## src/rtl/alu_flag_pkg.sv

```systemverilog
package alu_flag_pkg;
  typedef enum logic [1:0] {
    OP_NONE = 2'b00,
    OP_CMP  = 2'b01,
    OP_ADD  = 2'b10,
    OP_SUB  = 2'b11
  } alu_op_e;

  typedef enum logic [1:0] {
    SEL_NEG  = 2'b00,
    SEL_GT   = 2'b01,
    SEL_EQ   = 2'b10,
    SEL_LT   = 2'b11
  } cond_sel_e;

  localparam int unsigned FLAG_W   = 5;
  localparam int unsigned FIDX_NEG = 4;
  localparam int unsigned FIDX_CRY = 3;
  localparam int unsigned FIDX_GT  = 2;
  localparam int unsigned FIDX_EQ  = 1;
  localparam int unsigned FIDX_LT  = 0;
endpackage

```

## src/rtl/alu_datapath.sv

```systemverilog
module alu_datapath
  import alu_flag_pkg::*;
#(
  parameter int unsigned DW = 16
) (
  input  logic [DW-1:0]     opa,
  input  logic [DW-1:0]     opb,
  input  logic [1:0]        op,
  output logic [DW-1:0]     result,
  output logic [FLAG_W-1:0] next_flags
);
  localparam int unsigned MSB = DW - 1;

  logic [DW:0]   sum_ext;
  logic [DW:0]   diff_ext;
  logic          mag_gt, mag_eq, mag_lt;
  logic          carry_bit;

  // adder and subtractor run in parallel
  assign sum_ext  = {1'b0, opa} + {1'b0, opb};
  assign diff_ext = {1'b0, opa} - {1'b0, opb};

  // dedicated unsigned magnitude comparator
  assign mag_gt = (opa > opb);
  assign mag_eq = (opa == opb);
  assign mag_lt = (opa < opb);

  always_comb begin
    unique case (alu_op_e'(op))
      OP_ADD: begin
        result    = sum_ext[DW-1:0];
        carry_bit = sum_ext[DW];
      end
      OP_SUB: begin
        result    = diff_ext[DW-1:0];
        carry_bit = diff_ext[DW];
      end
      default: begin
        result    = opa;
        carry_bit = 1'b0;
      end
    endcase
  end

  always_comb begin
    next_flags           = '0;
    next_flags[FIDX_NEG] = result[MSB];
    next_flags[FIDX_CRY] = carry_bit;
    next_flags[FIDX_GT]  = mag_gt;
    next_flags[FIDX_EQ]  = mag_eq;
    next_flags[FIDX_LT]  = mag_lt;
  end
endmodule

```

## src/rtl/alu_flag_reg.sv

```systemverilog
module alu_flag_reg
  import alu_flag_pkg::*;
(
  input  logic              clk,
  input  logic              rst_n,
  input  logic              we,
  input  logic [FLAG_W-1:0] d,
  input  logic              rd,
  input  logic [1:0]        sel,
  output logic [FLAG_W-1:0] q,
  output logic              taken
);
  logic picked;

  always_ff @(posedge clk or negedge rst_n) begin
    if (!rst_n)  q <= '0;
    else if (we) q <= d;
  end

  always_comb begin
    unique case (cond_sel_e'(sel))
      SEL_NEG: picked = q[FIDX_NEG];
      SEL_GT:  picked = q[FIDX_GT];
      SEL_EQ:  picked = q[FIDX_EQ];
      default: picked = q[FIDX_LT];
    endcase
  end

  assign taken = rd & picked;


  hold_when_idle_chk: assert property (@(posedge clk) disable iff (!rst_n)
    !we |=> $stable(q));


  one_magnitude_chk: assert property (@(posedge clk) disable iff (!rst_n)
    we |=> ($countones(q[FIDX_GT:FIDX_LT]) == 1));


  no_read_no_branch_chk: assert property (@(posedge clk) disable iff (!rst_n)
    !rd |-> !taken);
endmodule

```

## src/rtl/alu_flag_unit.sv

```systemverilog
module alu_flag_unit
  import alu_flag_pkg::*;
#(
  parameter int unsigned DW = 16
) (
  input  logic          clk,
  input  logic          rst_n,
  input  logic [DW-1:0] x_in,
  input  logic [DW-1:0] y_in,
  input  logic [1:0]    op_sel,
  output logic [DW-1:0] res_out,
  input  logic          flag_we,
  input  logic          flag_rd,
  input  logic [1:0]    cond_sel,
  output logic [4:0]    flags_q,
  output logic          branch_taken
);
  logic [FLAG_W-1:0] nxt;

  alu_datapath #(.DW(DW)) u_dp (
    .opa(x_in), .opb(y_in), .op(op_sel),
    .result(res_out), .next_flags(nxt)
  );

  alu_flag_reg u_fr (
    .clk(clk), .rst_n(rst_n), .we(flag_we), .d(nxt),
    .rd(flag_rd), .sel(cond_sel), .q(flags_q), .taken(branch_taken)
  );


  passthru_chk: assert property (@(posedge clk) disable iff (!rst_n)
    (op_sel == OP_NONE || op_sel == OP_CMP) |-> (res_out == x_in));


  sub_borrow_chk: assert property (@(posedge clk) disable iff (!rst_n)
    (flag_we && op_sel == OP_SUB) |=>
      (flags_q[FIDX_CRY] == ($past(x_in) < $past(y_in))));


  neg_capture_chk: assert property (@(posedge clk) disable iff (!rst_n)
    flag_we |=> (flags_q[FIDX_NEG] == $past(res_out[DW-1])));
endmodule

```

## config.mk

```make
export PLATFORM = sky130hd
export DESIGN_NAME = alu_flag_unit
export DESIGN_NICKNAME = d
export VERILOG_FILES = /design/src/rtl/alu_flag_pkg.sv /design/src/rtl/alu_datapath.sv /design/src/rtl/alu_flag_reg.sv /design/src/rtl/alu_flag_unit.sv
export SDC_FILE = /design/constraint.sdc
export NUM_CORES = 1
export LEC_CHECK = 0
export BUFFER_PORTS_ARGS = -buffer_cell sky130_fd_sc_hd__buf_2
export CAP_MARGIN = 20
export CORE_UTILIZATION = 49
export CTS_CLUSTER_DIAMETER = 150
export DETAILED_ROUTE_END_ITERATION = 16
export PLACE_DENSITY_LB_ADDON = 0.12
export SYNTH_ARGS = -nofsm -noshare
export SYNTH_HDL_FRONTEND = slang
export SYNTH_SLANG_ARGS = --single-unit
```

## constraint.sdc

```tcl
create_clock -name clk -period 2.85 [get_ports clk]
set_input_delay 0.57 -clock clk [delete_from_list [all_inputs] [get_ports clk]]
set_output_delay 0.57 -clock clk [all_outputs]
set_load 0.05 [all_outputs]
```

==> summary.txt, run 1 <==
Status
  – Run status: did not finish
  – Failed at: 5_1_grt
  – Log Error: [ERROR DPL-0038] Utilization greater than 100%, impossible to legalize

Placement
  – Placed Area: about 3400 um^2
  – Pre-CTS WS: -673 ps
  – Placed Cells incl. Taps: approximately 490
  – PortBufs: between 60 and 70
  – Final Wtd Congestion: 0.951
  – HPWL after DPL: 6220 um

Yosys
  – Top-count cell post-synth: nor2_1
  – Sequential share of the synthesized area: 0.0584
  – EDFF count, synth: 0
  – Synth top area cells: ha_1, nor2_1, dfrtp_1, inv_1, a21oi_1
  – Syn Std Cell Area: 2140 um^2
  – Ys async rst share: 1.00
  – Avg Inst Size Synth: 7.02 um^2
  – Syn_nets: 380
  – Most frequent cells after synthesis: nor2_1, ha_1, inv_1, a21oi_1, nand2_1
  – Dominant synthesized flop cell: dfrtp_1
  – Area share of the largest cell type after synthesis: 0.193
  – Synthesized flop and latch total: 5
  – Largest area contributor in the netlist: ha_1
  – Post-synthesis cell count: 305
  – Distinct cells, synth: between 50 and 60
  – Yosys warning count: 0

Clocking
  – CTS root buf: clkbuf_8
  – H-Tree Depth: 1
  – CTS Sinks: 5
  – CTS max path bufs: 2
  – CTS Buf Count: 3

Floorplan
  – DIE HEIGHT: just under 70 um
  – Die Wd: approximately 70 um
  – FP Rows: 23
  – Initial Utilization: 0.524
  – Boundary Pins: 62

Global route
  – Largest net degree at the start of global routing: 26

STA
  – Worst-path end type: top-level output
  – GRT worst endpoint: res_out[10]
cells by family after synthesis:
family	share of synthesized area
AO/OA/AOI/OAI	0.335
XOR/XNOR	0.0368
adder cells (fa/ha/maj)	0.211
buffers and inverters	0.105
flip-flops	0.0584
multiplexers	0.0397
AND/OR/NAND/NOR	0.214
per-stage QoR:
step | setup TNS (ps) | hold WS (ps) | util
floorplan | -937 | 274 | -
global placement | -4740 | 384 | 0.837
detailed placement | -5130 | 387 | 0.837
CTS | -3010 | 157 | 0.954
timing repair:
item	4_1_cts
hold buffers	0
gates resized for setup	82
setup buffers	5
cloned	0
endpoints found under the setup margin	12
pin swaps	32
==> run 2: changes to the inputs <==
--- a/config.mk
+++ b/config.mk
@@ -7,10 +7,9 @@
 export LEC_CHECK = 0
 export BUFFER_PORTS_ARGS = -buffer_cell sky130_fd_sc_hd__buf_2
 export CAP_MARGIN = 20
-export CORE_UTILIZATION = 49
-export CTS_CLUSTER_DIAMETER = 150
+export CORE_UTILIZATION = 40
 export DETAILED_ROUTE_END_ITERATION = 16
-export PLACE_DENSITY_LB_ADDON = 0.12
+export PLACE_DENSITY_LB_ADDON = 0.15
 export SYNTH_ARGS = -nofsm -noshare
 export SYNTH_HDL_FRONTEND = slang
 export SYNTH_SLANG_ARGS = --single-unit
==> constraint.sdc (replaced) <==
create_clock -name clk -period 3.7 [get_ports clk]
set_input_delay 0.74 -clock clk [delete_from_list [all_inputs] [get_ports clk]]
set_output_delay 0.74 -clock clk [all_outputs]
set_load 0.05 [all_outputs]
==> summary.txt, run 2 <==
Global route
  – Congestion Overflow GR: 0
  – Initial antenna violation count: 0
  – Vias in the first global route: approximately 2200
  – GRT Total Usage: 0.218
  – Largest net degree at the start of global routing: 27
  – First-pass GRT wire length: 9780 um

Finish
  – Syn-to-layout area delta: 39.7%
  – # diodes: 0
  – Number of flip-flops in the largest register: 5
  – Layout cells sized above 1: 0.381
  – Top flop regs: u_fr.q (5)
  – Commonest non-fill, non-tap cell in the layout: buf_2
  – Most frequent cells in the layout: buf_2, nor2_1, buf_4
  – Register with the most flip-flops: u_fr.q
  – Fin area: about 3000 um^2
  – NumNets Final: roughly 460
  – Number of fill cells in the layout: 519

STA
  – RSZ-0062 raised after global routing: true
  – Final slew viol count: 0
  – Max Fclk: 272 MHz
  – Skew final: 0 ps
  – Tmin final: ~3700 ps
  – Final hold vios: 0
  – Worst Max-Slew Pin Slew: between 500 and 600 ps
  – Finish-stage setup viols: 0
  – TNS Setup: 0 ps
  – Worst slew margin: 0.607
  – Crit share post-route: 0.994

Critical path
  – CP bufs+invs: 3
  – Slowest CP cell: a2111oi_4
  – Critical path required time: 2960 ps
  – Critical Path, Cell by Cell: buf_8 -> inv_6 -> ha_4 -> fa_2 -> nand2b_4 -> a21oi_2 -> o21ai_2 -> a2111oi_4 -> o211a_1 -> nor3_2 -> o31ai_2 -> buf_6
  – Critical Path Fanout Max: 2
  – CP Launch Type: primary input
  – Worst setup path start: x_in[0]
  – R2R Path Start: u_fr.q[2]$_DFFE_PN0P_
  – CP peak stage delay: around 430 ps
  – Arrival @ worst endpoint: 2940 ps
  – Worst Setup Path Type: primary input to output pin
  – CP endpoint kind: output pin
  – CP top delay family: compound AO/OA/AOI/OAI gates

Yosys
  – Distinct cells, synth: 59 (unchanged)
  – Area share of the largest cell type after synthesis: 0.193 (unchanged)
  – Avg Inst Size Synth: 7.02 um^2 (unchanged)
  – Yosys warning count: 0 (unchanged)
  – Post-synthesis cell count: 305 (unchanged)
  – Synth top area cells: ha_1, nor2_1, dfrtp_1, inv_1, a21oi_1
  – Sequential share of the synthesized area: 0.0584 (unchanged)
  – Largest area contributor in the netlist: ha_1
  – Synthesized flop and latch total: 5 (unchanged)
  – Dominant synthesized flop cell: dfrtp_1
  – Syn_nets: 380 (unchanged)
  – EDFF count, synth: 0 (unchanged)
  – Most frequent cells after synthesis: nor2_1, ha_1, inv_1, a21oi_1, nand2_1
  – Syn Std Cell Area: 2140 um^2 (unchanged)
  – Ys async rst share: 1.00 (unchanged)
  – Top-count cell post-synth: nor2_1

Clocking
  – H-Tree Depth: 1 (unchanged)
  – CTS root buf: clkbuf_8
  – CTS Sinks: 5 (unchanged)
  – CTS Buf Count: 3 (unchanged)
  – # hold bufs at CTS: 0 (unchanged)
  – Clock transition at path regs: approximately 40 ps
  – CTS max path bufs: 2 (unchanged)
  – Clk Latency, worst-skew pair: about 220 ps
  – CTS tree: done

Status
  – Run status: finished clean

Floorplan
  – FP Rows: 26 (+13%)
  – Die Area: about 5700 um^2
  – Initial Utilization: 0.417 (-0.107)
  – Area of the core: 5140 um^2
  – DIE HEIGHT: 75.2 um (+10%)
  – Die Wd: 75.2 um (+10%)
  – Boundary Pins: 62 (unchanged)

Power and ir drop
  – Peak supply drop: 0.177 mV
  – Pwr/cell area: ~250 nW/um^2
  – Leakage power total: about 1.4 nW
  – Final total power: about 0.00074 W

Drt
  – First-pass DRT Iterations: 4
  – Post-route DRC: 0
  – DRT iter0 DRCs: 191
  – Via count: between 2000 and 3000
  – WL final: a little over 6000 um
  – Vias per cell: 5.49
  – WL/cell: between 10 and 15 um
  – Post-DRT Antenna Nets: 0

Placement
  – PortBufs: 61 (unchanged)
  – Final Wtd Congestion: 0.861 (-9.5%)
  – Placed Area: 2710 um^2 (-21%)
  – HPWL after DPL: 4980 um (-20%)

Worst hold path
  – Hold Path Class: primary input to asynchronous set/reset pin

Job
  – Max_cap viols: 0
==> run 2: repair_timing <==
item                       4_1_cts  5_1_grt
setup endpoints to repair        6        9
buffers inserted                 1        1
resized for setup               13       43
pin swaps                        5       17
==> run 2: per-stage QoR <==
| step | utilization | hold WS, ps | instances | worst slack (ps) |
|---|---|---|---|---|
| finish | 0.582 | 330 | 456 | 21.1 |
| detailed placement | 0.527 | 527 | 450 | -130 |
| global placement | 0.527 | 523 | 450 | -90.1 |
| global route | 0.582 | 339 | 456 | -118 |
| CTS | 0.548 | 330 | 455 | -18.8 |
| floorplan | - | 444 | 305 | -150 |
==> run 2: path summary, 6_finish.rpt <==
| check | end | slack [ps] | depth (start not counted) |
|---|---|---|---|
| max | res_out[14] | 20 | 12 |
| min | u_fr.q[3]$_DFFE_PN0P_ | 330 | 1 |
| max reg2reg | u_fr.q[2]$_DFFE_PN0P_ | 2890 | 2 |
| min reg2reg | u_fr.q[0]$_DFFE_PN0P_ | 530 | 2 |
| max in group asynchronous | u_fr.q[1]$_DFFE_PN0P_ | 3230 | 1 |
| min in group clk | u_fr.q[0]$_DFFE_PN0P_ | 530 | 2 |
==> run 2: area by class of cell <==
class	count	area, um^2	share of cell area
clock buffer	4	45.0	0.0151
inverter	39	151	0.0506
multi-input combinational	244	1980	0.663
sequential	5	125	0.0418
tap	70	87.6	0.0293
timing repair buffer	94	599	0.200
==> run 2: worst reg2reg max path, stage by stage (launching register included) <==
cell and delay [ps]:
dfrtp_1 380, nor2b_1 130, a31o_1 190
==> run 2: metal layers <==
layer	vias up	share of wire	track usage
li1	1264	-	-
met1	1179	0.49	0.298
met2	55	0.48	0.373
met3	4	0.032	0.0308
met4	0	0.0047	0.0329
met5	-	0	0
==> run 2: cells by family (layout without fill, tap and decap cells) <==
group           Yosys count  count (layout)  synth area share
compound gates           99              99             0.335
simple gates             94              94             0.214
buf+inv                  56             137             0.105
fa+ha+maj                35              35             0.211
xor+xnor                  9               9            0.0368
mux                       7               7            0.0397
flops                     5               5            0.0584
==> run 2: where the power goes <==
group	internal (W)	leakage, nW	total [W]	switching (W)
clock network	0.0000740	0.0228	0.000102	0.0000277
registers	0.0000612	0.0619	0.0000653	0.00000405
logic	0.000217	1.34	0.000569	0.000352
Note: power is estimated with default switching activity, not from simulation.
